**src/rtl/nsp_pkg.sv**
```systemverilog
package nsp_pkg;

   localparam int MAX_STAGES = 64;

   typedef enum logic [1:0] {
      KIND_HOLD   = 2'd0,
      KIND_FIXED  = 2'd1,
      KIND_RUNOFF = 2'd2
   } stage_kind_e;

   // Class of stage idx given the non-stallable mask.
   function automatic stage_kind_e kind_of(input logic [MAX_STAGES-1:0] mask, input int idx);
      logic seen;
      seen = 1'b0;
      for (int j = 0; j < MAX_STAGES; j++) begin
         if (j < idx && mask[j]) seen = 1'b1;
      end
      if (mask[idx]) return KIND_FIXED;
      if (seen)      return KIND_RUNOFF;
      return KIND_HOLD;
   endfunction

   // Number of marked stages among the first n.
   function automatic int count_fixed(input logic [MAX_STAGES-1:0] mask, input int n);
      int c;
      c = 0;
      for (int j = 0; j < MAX_STAGES; j++) begin
         if (j < n && mask[j]) c++;
      end
      return c;
   endfunction

endpackage

```
**src/rtl/nsp_stage_enable.sv**
```systemverilog
module nsp_stage_enable
   import nsp_pkg::*;
#(
   parameter stage_kind_e KIND = KIND_HOLD
) (
   input  logic stall,
   input  logic up_occ,
   input  logic up_adv,
   output logic adv
);

   localparam logic FREE  = (KIND == KIND_FIXED);
   localparam logic CHAIN = (KIND == KIND_RUNOFF);

   // Free-running stages always load; draining stages also load
   // whenever the predecessor is releasing a real item.
   always_comb begin
      adv = FREE | ~stall | (CHAIN & up_occ & up_adv);
   end

endmodule

```
**src/rtl/nsp_stage_slot.sv**
```systemverilog
module nsp_stage_slot #(
   parameter int              DATA_W = 16,
   parameter logic [DATA_W-1:0] STEP = 1
) (
   input  logic              clk,
   input  logic              rst,
   input  logic              adv,
   input  logic              arr_valid,
   input  logic [DATA_W-1:0] arr_data,
   output logic              occ,
   output logic [DATA_W-1:0] data
);

   always_ff @(posedge clk) begin
      if (rst) begin
         occ  <= 1'b0;
         data <= '0;
      end else if (adv) begin
         occ  <= arr_valid;
         data <= arr_data + STEP;
      end
   end

endmodule

```
**src/rtl/nsp_pipeline.sv**
```systemverilog
module nsp_pipeline
   import nsp_pkg::*;
#(
   parameter int                    NUM_STAGES = 6,
   parameter int                    DATA_W     = 16,
   parameter logic [NUM_STAGES-1:0] FIXED_MASK = 6'b000110
) (
   input  logic                  clk,
   input  logic                  rst,
   input  logic                  stall,
   input  logic                  in_valid,
   input  logic [DATA_W-1:0]     in_data,
   output logic [NUM_STAGES-1:0] stage_occ,
   output logic [NUM_STAGES-1:0] stage_en,
   output logic                  out_valid,
   output logic [DATA_W-1:0]     out_data
);

   localparam logic [MAX_STAGES-1:0] MASK_WIDE = MAX_STAGES'(FIXED_MASK);
   localparam logic [DATA_W-1:0]     STEP      = DATA_W'(1);
   localparam int                    LAST      = NUM_STAGES - 1;

   generate
      if (NUM_STAGES < 2 || NUM_STAGES > MAX_STAGES) begin : g_bad_len
         $error("nsp_pipeline: NUM_STAGES out of range");
      end
      if (DATA_W < 1) begin : g_bad_width
         $error("nsp_pipeline: DATA_W must be positive");
      end
   endgenerate

   generate
      for (genvar i = 0; i < NUM_STAGES; i++) begin : g_stage
         logic              adv_w;
         logic              occ_w;
         logic [DATA_W-1:0] data_w;
         logic              arr_valid_w;
         logic [DATA_W-1:0] arr_data_w;
         logic              up_occ_w;
         logic              up_adv_w;

         if (i == 0) begin : g_head
            assign arr_valid_w = in_valid;
            assign arr_data_w  = in_data;
            assign up_occ_w    = 1'b0;
            assign up_adv_w    = 1'b0;
         end else begin : g_link
            // An item is released only when its holder loads this cycle.
            assign arr_valid_w = g_stage[i-1].occ_w & g_stage[i-1].adv_w;
            assign arr_data_w  = g_stage[i-1].data_w;
            assign up_occ_w    = g_stage[i-1].occ_w;
            assign up_adv_w    = g_stage[i-1].adv_w;
         end

         nsp_stage_enable #(
            .KIND (kind_of(MASK_WIDE, i))
         ) u_en (
            .stall  (stall),
            .up_occ (up_occ_w),
            .up_adv (up_adv_w),
            .adv    (adv_w)
         );

         nsp_stage_slot #(
            .DATA_W (DATA_W),
            .STEP   (STEP)
         ) u_slot (
            .clk       (clk),
            .rst       (rst),
            .adv       (adv_w),
            .arr_valid (arr_valid_w),
            .arr_data  (arr_data_w),
            .occ       (occ_w),
            .data      (data_w)
         );

         assign stage_en[i]  = adv_w;
         assign stage_occ[i] = occ_w;
      end
   endgenerate

   assign out_valid = g_stage[LAST].occ_w & g_stage[LAST].adv_w;
   assign out_data  = g_stage[LAST].data_w;

endmodule

```
**config.mk**
```make
export PLATFORM = sky130hd
export DESIGN_NAME = nsp_pipeline
export DESIGN_NICKNAME = d
export VERILOG_FILES = /design/src/rtl/nsp_pkg.sv /design/src/rtl/nsp_stage_enable.sv /design/src/rtl/nsp_stage_slot.sv /design/src/rtl/nsp_pipeline.sv
export SDC_FILE = /design/constraint.sdc
export NUM_CORES = 1
export LEC_CHECK = 0
export BUFFER_PORTS_ARGS = -buffer_cell sky130_fd_sc_hd__clkbuf_2
export CAP_MARGIN = 0
export CORE_ASPECT_RATIO = 1.2
export CORE_MARGIN = 2
export CORE_UTILIZATION = 56
export CTS_BUF_LIST = sky130_fd_sc_hd__clkbuf_2
export CTS_CLUSTER_DIAMETER = 200
export DETAILED_ROUTE_END_ITERATION = 6
export PLACE_DENSITY = 0.76
export RECOVER_POWER = 25
export SLEW_MARGIN = 20
export SYNTH_ARGS = -nofsm -noshare
export SYNTH_HDL_FRONTEND = slang
export SYNTH_SLANG_ARGS = --single-unit
export TNS_END_PERCENT = 1
```
**constraint.sdc**
```tcl
create_clock -name clk -period 4.17 [get_ports clk]
set_input_delay 0.834 -clock clk [delete_from_list [all_inputs] [get_ports clk]]
set_output_delay 0.834 -clock clk [all_outputs]
set_load 0.1 [all_outputs]
```
---- Word level (Yosys, flattened, before mapping) ----
Cells that the tools add are included.
storage, ports and cells
  memories kept ........................... 0
  input bits .............................. 20
  register bits ........................... 102
  word-level logic and storage cells ...... 26
  latch bits .............................. 0
  RAM bits ................................ 0
  ROM bits ................................ 0
cells by class
  bitwise gates (word level) .............. 8
  $add $sub $neg .......................... 6
  reductions and logical operators ........ 0
  magnitude comparators ................... 0
  divide/modulo/power cells ............... 0
  multiplexer cells ....................... 0
  multiply operators ...................... 0
  equal/unequal tests ..................... 0
  shift-type cells ........................ 0
operators with widths
  operator                                       count
  adder 16 x 1 -> 16 bit, second input constant  6
  bitwise AND 1 bit                              4
  bitwise OR 1 bit                               3
  inverter 1 bit                                 1

---- Depth between registers and ports, before layout ----
  word-level depth ........................ 7
  depth in mapped cells ................... 5
  mapped depth without buffers ............ 5

---- By module ----
A second synthesis with hierarchy kept.
unflattened totals
  cells, all modules ...................... 693
  area, all modules ....................... 5863.1 um^2
by module, submodules not included
  module                                  cells each  area each (um^2)  instances
  nsp_stage_slot                          111         945.9             6
  nsp_pipeline                            19          131.4             1
  nsp_stage_enable (g_stage[3].u_en ...)  1           10.0              3
  nsp_stage_enable (g_stage[1].u_en ...)  2           11.3              2
  nsp_stage_enable (g_stage[0].u_en)      1           3.8               1

---- Worst setup path before layout ----
Ideal clock, no wire load.
  path type ............................... input to output
  start point ............................. in stall
  end point ............................... out out_valid
  setup slack ............................. 1.310 ns
  data arrival time ....................... 2.026 ns
  required time ........................... 3.336 ns
  stages on the path ...................... 3
  cells stage by stage .................... nand2_1 -> clkbuf_1 -> and2_1
between the ends
  word-level cells in the longest chain between the ends .. 7
RTL lines
  what                   line                    text
  from (decl)            nsp_pipeline.sv:10      input logic stall,
  inverter 1 bit (*)     nsp_stage_enable.sv:18  adv = FREE | ~stall | (CHAIN & up_occ & up_adv);
  bitwise OR 1 bit       nsp_stage_enable.sv:18
  bitwise AND 1 bit      nsp_stage_enable.sv:18
  bitwise OR 1 bit       nsp_stage_enable.sv:18
  bitwise AND 1 bit      nsp_stage_enable.sv:18
  bitwise OR 1 bit (*)   nsp_stage_enable.sv:18
  bitwise AND 1 bit (*)  nsp_pipeline.sv:82      assign out_valid = g_stage[LAST].occ_w & g_stage[LAST].adv_w;
  to (decl)              nsp_pipeline.sv:15      output logic out_valid,
Every way passes the cells marked *; elsewhere a longest branch is shown, timed or not.

---- Worst setup path in the final report ----
  start point ............................. in stall
  end point ............................... out stage_en[4]
between the ends
  word-level cells in the longest chain between the ends .. 4
RTL lines
  what                  line                    text
  inverter 1 bit (*)    nsp_stage_enable.sv:18
  bitwise OR 1 bit      nsp_stage_enable.sv:18
  bitwise AND 1 bit     nsp_stage_enable.sv:18
  bitwise OR 1 bit (*)  nsp_stage_enable.sv:18
  to (decl)             nsp_pipeline.sv:14      output logic [NUM_STAGES-1:0] stage_en,
Marks and branches as above.

==> metrics <==
Static Leak 1.81 nW; Routed WL 9.56 mm; RSZ-0062 raised after global routing no; status complete, but fails checks; f_max 317 MHz; Max-Cap Viols 1; DR pass1 iterations 4; Die ar. 0.00943 mm²; Initial Util 57.0%; number of I/O pins 49; DP Wirelength 7.32 mm; hold path start g_stage[1].u_slot.occ; FF-to-FF Start g_stage[4].u_slot.data[0]; CTS HTree Levels 3; EDFF count, synth 0; Post-synth top flop dfxtp_1; top cells by area, synth dfxtp_1 (42%), xnor2_1 (9.6%), nor2_1 (7.5%), a211oi_1 (6.6%), xor2_1 (3.6%); ANT cells 0; Worst-path clk slew 0.30 ns; ANT nets after route 0; Sink Count 102; crit path DAT 2.32 ns; Post-synth top cells dfxtp_1 (102), nor2_1 (97), xnor2_1 (53); CTS resizes 0; CTS tree yes; Mapped Area 0.00486 mm²; initial antenna violation count 0; # setup viols final 0; Post-synth ARST share 0%; first-pass GRT wire length 15.8 mm; Max Transition Viols Final 44; critical path class primary input to output port; VDD IR max 0.219 mV; Initial DRC Count 156; share of cells above drive strength 1 11.2%; mean post-synth cell area 8.45 µm²; std cell rows 37; TNS Setup 0 ns; post-synth top area cell dfxtp_1; largest net degree at the start of global routing 44; Hold Crit Class register to register; die width 89.0 µm; failing checks capacitance limit, slew limit; placer congestion estimate 0.867; CTS Buf Count 9; Die Ht 106 µm; synthesized flop and latch total 102; Layout Skew 0.0275 ns; vias in the first global route 3633; gr ovfl total 0; CP max FO 24; PwrDens 356 mW/mm²; routed len/inst 13.2 µm; NumNets Final 628; Rel. slew slack -22.0%; Hold Path End g_stage[2].u_slot.occ; Gate Count Post-Synth 575; Global Route Usage Sum 21.0%; Area growth syn-to-layout 7.39%; Post-CTS Setup Inserts 0; clk buf depth 2; post-synth top area share 42.1%; hold path depth 1; Synthesis Warnings 0; drt via density 5.55; sequential cell area fraction in the yosys report 42.1%; Clk Latency, worst-skew pair 0.55 ns; Worst Setup End Kind output port; Least-Margin Pin Slew 1.83 ns; Data required, critical path 3.34 ns; Netlist cell types 39; Hold Violations, Final 0; worst r2r path cells 5; Clock Root Buffer clkbuf_2; core area 0.00852 mm²; period utilization 75.6%; worst reg-to-reg setup slack 2.38 ns; Core Util, Final 61.2%; DR vias 4015; most common cell in the netlist dfxtp_1; crit path launch type primary input; final worst path period need 3.15 ns; DRC viols 0; PortBufs 46; Reg-to-Reg End g_stage[5].u_slot.data[14]; Hold Buf Count CTS 0
-- layout by cell type (no fill, tap or decap), types with 2 or more instances in the layout --
cell,instances
nand4_1,25
nor2_1,97
xnor2_1,53
ha_1,6
buf_4,4
a21oi_1,15
and2_1,2
and3_1,2
o21ai_0,6
nor4_1,18
nand3_1,32
nand2b_1,2
clkbuf_1,3
and4_1,8
a21o_1,7
clkbuf_2,54
conb_1,2
nor3_1,19
xor2_1,20
clkinv_4,3
inv_1,18
a311oi_1,6
a22oi_1,2
nand2_1,31
inv_6,2
dfxtp_1,102
mux2i_1,3
nor2b_1,3
a211oi_1,43
or3_1,6
-- layout make-up --
type | count | area [µm²]
Inverter | 19 | 71.3
Sequential cell | 102 | 2040
Clock buffer | 9 | 45.0
Clock inverter | 7 | 81.3
Tap cell | 117 | 146
Multi-Input combinational cell | 418 | 2560
Timing Repair Buffer | 52 | 267
Fill cell | 786 | 3300
-- worst max-delay path by stage --
stage / start / to / slack (ns) / cells after the start
after floorplan: stall / out_valid / 1.31 / 3
after global placement: stall / stage_en[4] / 1.13 / 4
after detailed placement: stall / stage_en[4] / 1.03 / 4
after CTS: stall / stage_en[4] / 1.03 / 4
after global routing: stall / stage_en[4] / 0.91 / 4
final: stall / stage_en[4] / 1.02 / 4
-- report_power, final --
group	internal [W]	total (W)	switching (W)	leakage [nW]
registers	0.00103	0.00109	0.0000594	0.840
logic	0.0000833	0.000290	0.000207	0.897
clock network	0.000147	0.000475	0.000328	0.0731
-- cells by family after synthesis --
| group | share of synthesized area, % |
|---|---|
| flops | 42.1 |
| xor+xnor | 13.2 |
| other cells | 0.0772 |
| buf+inv | 5.26 |
| mux | 0.618 |
| compound gates | 12.1 |
| simple gates | 25.2 |
| fa+ha+maj | 1.55 |
-- worst max-delay path: stages --
cell      delay (ns)
clkbuf_2        0.39
a21boi_0        0.55
inv_1           0.14
clkbuf_2        0.40
-- through the flow --
| stage | instances | setup WS, ns | hold WS (ns) | total power, W | area [µm²] |
|---|---|---|---|---|---|
| finish | 724 | 1.02 | 0.450 | 0.00186 | 5220 |
| global placement | 708 | 1.13 | 0.444 | 0.00139 | 5100 |
| global route | 724 | 0.911 | 0.437 | 0.00196 | 5220 |
| detailed placement | 708 | 1.03 | 0.455 | 0.00140 | 5100 |
| floorplan | 576 | 1.31 | 0.437 | 0.00134 | 4860 |
| CTS | 724 | 1.03 | 0.434 | 0.00187 | 5220 |
-- registers in the layout, indices dropped and copies added (netlist names) --
signal,cells
g_stage.u_slot.occ,6
g_stage.u_slot.data,96
-- metal layers --
metal  wire (µm)  vias up  track usage, %
met5           0        -               0
met4         270        0            9.91
met3         220       21            4.43
met2        5380       69            39.9
met1        3690     1839            21.0
li1            -     2086               -
(Power assumes the default switching activity.)
